<file path="config.mk">
export PLATFORM = sky130hd
export DESIGN_NAME = frac_trim_seq
export DESIGN_NICKNAME = d
export VERILOG_FILES = /design/src/rtl/trim_pkg.sv /design/src/rtl/trim_accum.sv /design/src/rtl/trim_burst_seq.sv /design/src/rtl/trim_wr_slicer.sv /design/src/rtl/frac_trim_seq.sv
export SDC_FILE = /design/constraint.sdc
export NUM_CORES = 1
export LEC_CHECK = 0
export BUFFER_PORTS_ARGS = -buffer_cell sky130_fd_sc_hd__buf_2
export CAP_MARGIN = 15
export CORE_UTILIZATION = 45
export DETAILED_ROUTE_END_ITERATION = 16
export PLACE_DENSITY_LB_ADDON = 0.15
export SYNTH_ARGS = -nofsm -noshare
export SYNTH_HDL_FRONTEND = slang
export SYNTH_HIERARCHICAL = 1
export SYNTH_SLANG_ARGS = --single-unit
</file>
<file path="constraint.sdc">
create_clock -name clk -period 10.65 [get_ports clk]
set_input_delay 2.13 -clock clk [delete_from_list [all_inputs] [get_ports clk]]
set_output_delay 2.13 -clock clk [all_outputs]
set_load 0.01 [all_outputs]
</file>
<file path="src/rtl/trim_pkg.sv">
package trim_pkg;
  localparam int INT_W  = 9;
  localparam int FRAC_W = 29;
  localparam int DIV_W  = INT_W + FRAC_W;
  localparam int SUM_W  = DIV_W + 4;
  localparam int NUM_WR = 5;
  localparam int IDX_W  = $clog2(NUM_WR);

  typedef logic [DIV_W-1:0]        div_t;
  typedef logic signed [SUM_W-1:0] wide_t;
  typedef enum logic {ST_IDLE, ST_SEND} seq_st_t;

  function automatic wide_t widen(div_t v);
    return $signed({{(SUM_W-DIV_W){1'b0}}, v});
  endfunction

  // offset from centre saturated to +/-band, then absolute range clamp
  function automatic div_t clamp_div(wide_t sum, div_t ctr, div_t band,
                                     div_t lo, div_t hi);
    wide_t off;
    wide_t bnd;
    wide_t v;
    off = sum - widen(ctr);
    bnd = widen(band);
    if (off > bnd)       off = bnd;
    else if (off < -bnd) off = -bnd;
    v = widen(ctr) + off;
    if (v < widen(lo))      v = widen(lo);
    else if (v > widen(hi)) v = widen(hi);
    return v[DIV_W-1:0];
  endfunction

  // byte k of the write burst; last slot holds the upper integer bits
  function automatic logic [7:0] slice_byte(div_t v, int unsigned k);
    if (k < NUM_WR - 1) return v[8*k +: 8];
    return 8'(v[DIV_W-1:8*(NUM_WR-1)]);
  endfunction
endpackage

</file>
<file path="src/rtl/trim_accum.sv">
module trim_accum
  import trim_pkg::*;
#(
  parameter int   STEP_W = 32,
  parameter int   ACC_W  = 40,
  parameter div_t DIV_LO = 38'd34918433303,
  parameter div_t DIV_HI = 38'd41969270796,
  parameter div_t BAND   = 38'd38117835
) (
  input  logic                     clk,
  input  logic                     rst,
  input  div_t                     centre_i,
  input  logic                     step_valid_i,
  input  logic signed [STEP_W-1:0] step_i,
  input  logic                     load_i,
  output div_t                     cur_o,
  output logic                     pend_flag_o
);
  div_t                    ctr_q;
  div_t                    cur_q;
  logic signed [ACC_W-1:0] pend_q;
  logic                    pend_flag_q;
  wide_t                   step_w;
  wide_t                   sum_w;
  logic signed [ACC_W-1:0] step_a;

  always_comb begin
    step_w = step_valid_i ? {{(SUM_W-STEP_W){step_i[STEP_W-1]}}, step_i} : '0;
    step_a = {{(ACC_W-STEP_W){step_i[STEP_W-1]}}, step_i};
    sum_w  = widen(cur_q) + {{(SUM_W-ACC_W){pend_q[ACC_W-1]}}, pend_q} + step_w;
  end

  always_ff @(posedge clk) begin
    if (rst) begin
      ctr_q       <= clamp_div(widen(centre_i), centre_i, BAND, DIV_LO, DIV_HI);
      cur_q       <= clamp_div(widen(centre_i), centre_i, BAND, DIV_LO, DIV_HI);
      pend_q      <= '0;
      pend_flag_q <= 1'b0;
    end else if (load_i) begin
      cur_q       <= clamp_div(sum_w, ctr_q, BAND, DIV_LO, DIV_HI);
      pend_q      <= '0;
      pend_flag_q <= 1'b0;
    end else if (step_valid_i) begin
      pend_q      <= pend_q + step_a;
      pend_flag_q <= 1'b1;
    end
  end

  assign cur_o       = cur_q;
  assign pend_flag_o = pend_flag_q;

  AST_IN_RANGE: assert property (@(posedge clk) disable iff (rst)
    (cur_q >= DIV_LO) && (cur_q <= DIV_HI));
  AST_IN_BAND: assert property (@(posedge clk) disable iff (rst)
    (cur_q >= ctr_q) ? ((cur_q - ctr_q) <= BAND) : ((ctr_q - cur_q) <= BAND));
endmodule

</file>
<file path="src/rtl/trim_burst_seq.sv">
module trim_burst_seq
  import trim_pkg::*;
(
  input  logic             clk,
  input  logic             rst,
  input  logic             step_valid_i,
  input  logic             pend_flag_i,
  input  logic             wr_ready_i,
  output logic             load_o,
  output logic             busy_o,
  output logic             wr_valid_o,
  output logic             last_fire_o,
  output logic [IDX_W-1:0] idx_o
);
  localparam logic [IDX_W-1:0] LAST_IDX = IDX_W'(NUM_WR - 1);

  seq_st_t          st_q;
  logic [IDX_W-1:0] idx_q;
  logic             fire;
  logic             last_fire;
  logic             start_ev;

  always_comb begin
    fire      = (st_q == ST_SEND) && wr_ready_i;
    last_fire = fire && (idx_q == LAST_IDX);
    start_ev  = ((st_q == ST_IDLE) && step_valid_i) ||
                (last_fire && (pend_flag_i || step_valid_i));
  end

  always_ff @(posedge clk) begin
    if (rst) begin
      st_q  <= ST_IDLE;
      idx_q <= '0;
    end else if (start_ev) begin
      st_q  <= ST_SEND;
      idx_q <= '0;
    end else if (last_fire) begin
      st_q  <= ST_IDLE;
      idx_q <= '0;
    end else if (fire) begin
      idx_q <= idx_q + 1'b1;
    end
  end

  assign load_o      = start_ev;
  assign busy_o      = (st_q == ST_SEND);
  assign wr_valid_o  = (st_q == ST_SEND);
  assign last_fire_o = last_fire;
  assign idx_o       = idx_q;

  AST_HOLD_SLOT: assert property (@(posedge clk) disable iff (rst)
    (wr_valid_o && !wr_ready_i) |=> (wr_valid_o && $stable(idx_q)));
  AST_NEXT_SLOT: assert property (@(posedge clk) disable iff (rst)
    (fire && !last_fire) |=> (wr_valid_o && (idx_q == $past(idx_q) + 1'b1)));
  AST_FIRST_SLOT: assert property (@(posedge clk) disable iff (rst)
    $rose(wr_valid_o) |-> (idx_q == '0));
  AST_END_ON_LAST: assert property (@(posedge clk) disable iff (rst)
    $fell(busy_o) |-> $past(last_fire));
endmodule

</file>
<file path="src/rtl/trim_wr_slicer.sv">
module trim_wr_slicer
  import trim_pkg::*;
#(
  parameter logic [7:0] ADDR_BASE = 8'd5
) (
  input  div_t             cur_i,
  input  logic [IDX_W-1:0] idx_i,
  output logic [7:0]       addr_o,
  output logic [7:0]       data_o
);
  logic [7:0] bytes [NUM_WR];

  for (genvar g = 0; g < NUM_WR; g++) begin : g_slice
    assign bytes[g] = slice_byte(cur_i, g);
  end

  always_comb begin
    addr_o = ADDR_BASE + 8'(idx_i);
    data_o = '0;
    for (int k = 0; k < NUM_WR; k++)
      if (idx_i == IDX_W'(k)) data_o = bytes[k];
  end
endmodule

</file>
<file path="src/rtl/frac_trim_seq.sv">
module frac_trim_seq
  import trim_pkg::*;
#(
  parameter int         STEP_W    = 32,
  parameter int         ACC_W     = 40,
  parameter logic [7:0] ADDR_BASE = 8'd5,
  parameter div_t       DIV_LO    = 38'd34918433303,
  parameter div_t       DIV_HI    = 38'd41969270796,
  parameter div_t       BAND      = 38'd38117835
) (
  input  logic                     clk,
  input  logic                     rst,
  input  logic [37:0]              centre_i,
  input  logic                     step_valid_i,
  input  logic signed [STEP_W-1:0] step_i,
  output logic                     busy_o,
  output logic                     wr_valid_o,
  input  logic                     wr_ready_i,
  output logic [7:0]               wr_addr_o,
  output logic [7:0]               wr_data_o
);
  localparam logic [7:0] LAST_ADDR = ADDR_BASE + 8'(NUM_WR - 1);

  div_t             cur;
  logic             pend_flag;
  logic             load;
  logic             last_fire;
  logic [IDX_W-1:0] idx;

  trim_accum #(
    .STEP_W(STEP_W), .ACC_W(ACC_W),
    .DIV_LO(DIV_LO), .DIV_HI(DIV_HI), .BAND(BAND)
  ) u_accum (
    .clk(clk), .rst(rst), .centre_i(centre_i),
    .step_valid_i(step_valid_i), .step_i(step_i),
    .load_i(load), .cur_o(cur), .pend_flag_o(pend_flag)
  );

  trim_burst_seq u_seq (
    .clk(clk), .rst(rst), .step_valid_i(step_valid_i),
    .pend_flag_i(pend_flag), .wr_ready_i(wr_ready_i),
    .load_o(load), .busy_o(busy_o), .wr_valid_o(wr_valid_o),
    .last_fire_o(last_fire), .idx_o(idx)
  );

  trim_wr_slicer #(.ADDR_BASE(ADDR_BASE)) u_slicer (
    .cur_i(cur), .idx_i(idx), .addr_o(wr_addr_o), .data_o(wr_data_o)
  );

  AST_ADDR_WINDOW: assert property (@(posedge clk) disable iff (rst)
    wr_valid_o |-> ((wr_addr_o >= ADDR_BASE) && (wr_addr_o <= LAST_ADDR)));
  AST_DATA_STABLE: assert property (@(posedge clk) disable iff (rst)
    (wr_valid_o && !wr_ready_i) |=> ($stable(wr_data_o) && $stable(wr_addr_o)));
  AST_TOP_BITS: assert property (@(posedge clk) disable iff (rst)
    (wr_valid_o && (wr_addr_o == LAST_ADDR)) |-> (wr_data_o[7:6] == 2'b00));
  AST_QUIET_END: assert property (@(posedge clk) disable iff (rst)
    (last_fire && !pend_flag && !step_valid_i) |=> (!busy_o && !wr_valid_o));
  AST_LAST_ADDR: assert property (@(posedge clk) disable iff (rst)
    last_fire |-> (wr_addr_o == LAST_ADDR));
endmodule

</file>
* After elaboration in Yosys (flattened, before gate mapping) *
Index checks and enable logic that the tools add are counted.

word-level totals
  memories = 0
  word-level logic and storage cells = 60
  RAM bits = 0
  bits in latches = 0
  flip-flop bits (word level) = 121
  bits in read-only memories = 0
  output and inout bits = 18

operators by class
  reductions and logical operators = 11
  bitwise operators = 1
  $add $sub $neg = 9
  shifts and indexed selects = 0
  order comparisons = 8
  divide/modulo/power cells = 0
  equality and inequality tests = 4
  multiplexer cells = 21
  $mul = 0

operator list
  cell                  number
  $mux 42               8
  $mux 38               6
  $add 39x42->42        2
  $gt 42x27->1 const B  2
  $gt 42x37->1 const B  2
  $lt 42x27->1 const B  2
  $lt 42x37->1 const B  2
  $add 42x42->42        1
  $sub 42x39->42        1
  $add 39x40->41        1
  $add 40x32->40        1
  $mux 8                5
  $sub 38x38->39        1
  $eq 3x2->1 const B    2
  $add 3x3->4 const A   1
  $logic_and 1x1->1     4
  $reduce_bool 2->1     2
  $add 3x1->3 const B   1
  $eq 3x1->1 const B    1
  $eq 3x3->1 const B    1
  $logic_not 3->1       1
  $reduce_or 3->1       1
  $logic_or 1x1->1      2
  $mux 1                2
  2 further kinds       2

* Logic depth before layout (Yosys ltp) *
  depth after elaboration = 14
  depth in mapped cells = 49

* Modules after synthesis *
Netlist, hierarchy kept.

modules (own cells, without submodules)
  module          cells an instance  area an instance (um^2)  instances
  trim_accum      1926               15346.0                  1
  trim_wr_slicer  77                 520.5                    1
  trim_burst_seq  27                 225.2                    1

* Least setup slack after synthesis *
No wires, ideal clock.

  path type = input to register
  from = input port step_valid_i
  to = register u_accum.cur_q[14], in the netlist u_accum/cur_o[14] (data pin)
  arrival time = 10.198 ns
  data required time = 10.389 ns
  cell stages on the path = 35
  setup slack = 0.191 ns
  cell sequence = buf_1 buf_1 clkbuf_1 nand2_1 fa_1 inv_1 ha_1 o21ai_1 a221oi_1 a31oi_1 o211ai_1 nor3b_1 o2111ai_1 a311oi_1 nor3_1 nor4_1 and4b_1 a32oi_1 or2_2 ha_1 fa_1 and3_1 o211ai_2 a2111oi_1 or2_1 buf_4 o211a_1 a211oi_1 nand2b_1 or4b_1 a22oi_1 o22ai_1 and2_4 buf_6 a221o_1

between the ends
  cells in the longest elaborated chain, start to end = 14
  elaborated cells on any way between the ends = 16

RTL lines
  item                  RTL line             text
  from (decl)           frac_trim_seq.sv:14  input logic step_valid_i,
  $mux 42 *             trim_accum.sv:28     step_w = step_valid_i ? {{(SUM_W-STEP_W){step_i[STEP_W-1]}}, step_i} : '0;
  $add 42x42->42 *      trim_accum.sv:30     sum_w = widen(cur_q) + {{(SUM_W-ACC_W){pend_q[ACC_W-1]}}, pend_q} + step_w;
  $sub 42x39->42 *      trim_pkg.sv:23       off = sum - widen(ctr);
  $lt 42x27->1          trim_pkg.sv:26       else if (off < -bnd) off = -bnd;
  $mux 42               trim_pkg.sv:26
  $mux 42 *             trim_pkg.sv:25       if (off > bnd) off = bnd;
  $mux 42 *             trim_accum.sv:39     end else if (load_i) begin
  $mux 42 *             trim_accum.sv:34     if (rst) begin
  $add 39x42->42 *      trim_pkg.sv:27       v = widen(ctr) + off;
  $gt 42x37->1          trim_pkg.sv:29       else if (v > widen(hi)) v = widen(hi);
  $mux 38               trim_pkg.sv:29
  $mux 38 *             trim_pkg.sv:28       if (v < widen(lo)) v = widen(lo);
  $mux 38 *             trim_accum.sv:39
  $mux 38 *             trim_accum.sv:34
  to (signal assigned)  trim_accum.sv:36     cur_q <= clamp_div(widen(centre_i), centre_i, BAND, DIV_LO, DIV_HI);
  to (signal assigned)  trim_accum.sv:40     cur_q <= clamp_div(sum_w, ctr_q, BAND, DIV_LO, DIV_HI);
  to (decl)             trim_accum.sv:20     div_t cur_q;

Every way passes the cells marked *; elsewhere a longest branch is shown, timed or not. The select of a mux whose other input is x is not followed.
A chain may end at the register's enable or synchronous reset.

* Final worst setup path *
  from = register u_accum.cur_q[0], in the netlist u_accum/cur_o[0]
  to = register u_accum.cur_q[20], in the netlist u_accum/cur_o[20] (data pin)

between the ends
  cells in the longest elaborated chain, start to end = 14
  elaborated cells on any way between the ends = 16

RTL lines
  item              RTL line
  $add 39x40->41 *  trim_accum.sv:30
  $add 42x42->42 *  trim_accum.sv:30
  $sub 42x39->42 *  trim_pkg.sv:23
  $lt 42x27->1      trim_pkg.sv:26
  $mux 42           trim_pkg.sv:26
  $mux 42 *         trim_pkg.sv:25
  $mux 42 *         trim_accum.sv:39
  $mux 42 *         trim_accum.sv:34
  $add 39x42->42 *  trim_pkg.sv:27
  $gt 42x37->1      trim_pkg.sv:29
  $mux 38           trim_pkg.sv:29
  $mux 38 *         trim_pkg.sv:28
  $mux 38 *         trim_accum.sv:39
  $mux 38 *         trim_accum.sv:34

Marked as above.

==> impl_metrics.csv <==
group,metric,value,unit
status,status,"complete, no violations",
timing,max_freq,97.0,MHz
detailed_routing,drc,0,
logic_synthesis,synth_edf_count,76,
final_layout,fin_cells,2738,
worst_setup_path,rr_endpoint,"u_accum/cur_o[20]",
worst_setup_path,timing.rr.start,"u_accum/cur_o[0]",
global_routing,grt_pass1_vias,15200,
worst_setup_path,critPathKind,"reg -> reg",
timing,setup_ws,0.341,ns
hold_path,worstHoldPathType,"reg -> reg",
job,maxCapViolCount,0,
logic_synthesis,synth_seq_cells,121,
timing,min_period,10.31,ns
logic_synthesis,syn_avg_cell_area,7.93,sq um
timing,finClkSkew,0.0149,ns
placed_design,place_congestion,0.962,
floorplanning,start_util,46.1,%
detailed_routing,firstDrtPassIters,7,
clock_tree,cts_hold_buf,0,
global_routing,grt_pass1_wl,84900,um
pwr,p_per_area,404,nW/um^2
floorplanning,fp.dieW,191,um
pwr,internal_power,3830,uW
worst_setup_path,end_kind,"register",
timing,min_period_over_period,96.8,%
pwr,switchingPower,3990,uW
logic_synthesis,async_flop_share,0,%
floorplanning,die-area,36500,sq um
worst_setup_path,endpoint,"u_accum/cur_o[20]",
worst_setup_path,r2r_slack,0.34,ns
worst_setup_path,start_kind,"register",
worst_setup_path,critical_path.startpoint,"u_accum/cur_o[0]",
global_routing,grt_overflow,0,
clock_tree,insertion_delay,0.45,ns
clock_tree,cts.reportedPaths.clkPinSlew,0.06,ns
clock_tree,cts.sinks,121,
floorplanning,coreArea,34900,sq um
pwr,power.leakage,0.00895,uW
detailed_routing,antenna_left,0,
global_routing,antenna_found_initial,1,
pwr,pwr-share-clk,8.1,%
final_layout,layout_common_cells,"buf_4, a21oi_1, inv_1",
clock_tree,cts-root-buf,"clkbuf_16",
timing,tightest_slew,0.937,ns
final_layout,mostFrequentLayoutCell,"buf_4",
clock_tree,cts_max_path_buffers,2,
final_layout,diodes,0,
timing,hold_viol,0,
detailed_routing,routed_wl,56500,um
final_layout,drive_above_1_share,19.1,%
pwr,pwr-share-comb,82.0,%
final_layout,post-route-cell-area,19300,sq um
pwr,seq_power_share,9.9,%
floorplanning,rows,68,
pwr,swShare,51.0,%
timing,slew_violations,0,
detailed_routing,first_iter_violations,1324,
floorplanning,dieHeight,191,um
timing,setup_violations,0,
placed_design,post-place-ws,-0.298,ns
worst_setup_path,cp.arrival,10.51,ns
logic_synthesis,ys_types,94,
worst_setup_path,rr_worst_depth,45,
worst_setup_path,crit_path_frequent_cell,"buf_4",
hold_path,min-delay-start,"u_accum/pend_q[25]",
pwr,irDropWorstVdd,0.180,mV
worst_setup_path,crit_slowest_cell,"or4b_1",
worst_setup_path,cpPeakStageDelay,0.55,ns
detailed_routing,wl_per_cell,20.6,um
logic_synthesis,synthFlopType,"edfxtp_1",
timing,fin_tns_setup,0,ns
placed_design,place_area,18200,sq um
worst_setup_path,path_max_fanout,9,
clock_tree,cts_made_buffers,17,
logic_synthesis,synth.cell_area,16100,sq um
worst_setup_path,crit_required,10.85,ns
timing,slew_headroom,37.5,%
detailed_routing,via_count,16500,
logic_synthesis,yosysWarnings,6,
floorplanning,ios,92,
placed_design,io_buffers,87,
logic_synthesis,synthCells,2030,
clock_tree,h-tree-depth,4,
final_layout,synthToLayoutAreaGrowth,20.1,%
clock_tree,cts_tree,"yes",
global_routing,grt_usage,30.7,%
detailed_routing,vias_per_cell,6.02,
placed_design,dpl.cell_count,2696,
final_layout,fin_nets,2553,
logic_synthesis,synth_sequential_area_ratio,19.8,%
global_routing,grt_max_degree,52,
placed_design,hpwl,47100,um
[critical path: cells and delay by family, from the launching register on]
kind	cells	cell delay, ns
buffers and inverters	7	0.86
XOR/XNOR	3	0.54
AO/OA/AOI/OAI	20	4.22
AND/OR/NAND/NOR	10	2.33
flip-flops	1	0.41
adder cells (fa/ha/maj)	5	1.68
[cells in the mapped netlist (9+ instances only)]
master	n	area, sq um
a211o_1	10	87.6
a211oi_1	33	248
a21o_1	95	713
a21oi_1	198	991
a221o_1	12	120
a22o_1	11	96.3
a31oi_1	27	169
and2_1	31	194
and3_1	22	138
buf_2	11	55.1
buf_4	9	67.6
clkbuf_1	48	180
dfxtp_1	45	901
edfxtp_1	76	2280
fa_1	41	821
ha_1	168	2100
inv_1	174	653
mux2i_1	20	200
nand2_1	159	597
nand2b_1	20	125
nand3_1	52	260
nand4_1	33	206
nor2_1	153	574
nor2b_1	16	100
nor3_1	37	185
nor3b_1	10	75.1
nor4_1	18	113
o2111ai_1	11	96.3
o211ai_1	24	180
o21a_1	23	173
o21ai_0	96	480
o21ai_1	15	75.1
o21bai_1	18	135
o22ai_1	12	75.1
o31ai_1	12	90.1
or2_2	12	75.1
or3_1	14	87.6
xnor2_1	75	657
xor2_1	42	368
[metal layers]
layer / share of wire (%) / wire [um] / global-route usage [%] / vias up
met1: 47 / 26800 / 44.1 / 7867
met5: 0 / 0 / 0 / -
met2: 44 / 24800 / 47.6 / 595
li1: - / - / - / 7937
met3: 6.0 / 3410 / 3.05 / 73
met4: 2.5 / 1440 / 10.5 / 0
[worst min path at each step]
stage	to	slack, ns	cells after the start
2_1_floorplan	u_accum/pend_flag_o	0.45	2
3_3_place_gp	u_accum/pend_q[25]	0.48	2
3_5_place_dp	u_accum/pend_q[7]	0.49	2
4_1_cts	u_accum/pend_q[7]	0.50	2
5_1_grt	u_accum/pend_q[17]	0.51	2
6_report	u_accum/pend_q[25]	0.50	2
[power by group through the flow]
| stage | clock [uW] | combinational [uW] | sequential (uW) |
|---|---|---|---|
| 2_1_floorplan | 0 | 3840 | 675 |
| 4_1_cts | 640 | 6100 | 767 |
| 3_5_place_dp | 0 | 5980 | 776 |
| 3_3_place_gp | 0 | 5960 | 778 |
| 6_report | 630 | 6410 | 774 |
| 5_1_grt | 656 | 6950 | 775 |
[flip-flops by register name, summed over array words and instances, names as in the netlist]
register,flops
u_seq/idx_o,3
u_seq/busy_o,1
u_accum/pend_flag_o,1
u_accum/cur_o,38
u_accum/ctr_q,38
u_accum/pend_q,40
[cell families after synthesis]
| family | count (synthesis) | share of synthesized area (%) |
|---|---|---|
| compound gates | 692 | 28.7 |
| simple gates | 611 | 18.7 |
| buf+inv | 254 | 6.55 |
| fa+ha+maj | 209 | 18.2 |
| flops | 121 | 19.8 |
| xor+xnor | 120 | 6.76 |
| mux | 20 | 1.24 |
| other cells | 3 | 0.0700 |
[through the flow]
step                      hold slack [ns]  power, uW  utilization, %
after floorplan                     0.454       4520               -
after global placement              0.479       6740            52.3
after detailed placement            0.488       6760            52.3
after CTS                           0.497       7510            54.3
after global routing                0.507       8380            55.4
final                               0.496       7820            55.4
[final cells by class]
cell class,count,area [sq um]
inverter,175,657
sequential,121,3180
clock buffer,18,429
clock inverter,14,188
multi-input combinational,1666,12300
fill,3289,15600
timing repair buffer,289,1990
tap,455,569
[repair_timing]
| item | CTS | global route |
|---|---|---|
| pin swaps | 4 | 44 |
| gates resized for setup | 16 | 81 |
| endpoints found under the setup margin | 33 | 33 |
| setup buffers | 1 | 9 |
Note: power is estimated with default switching activity, not from simulation.
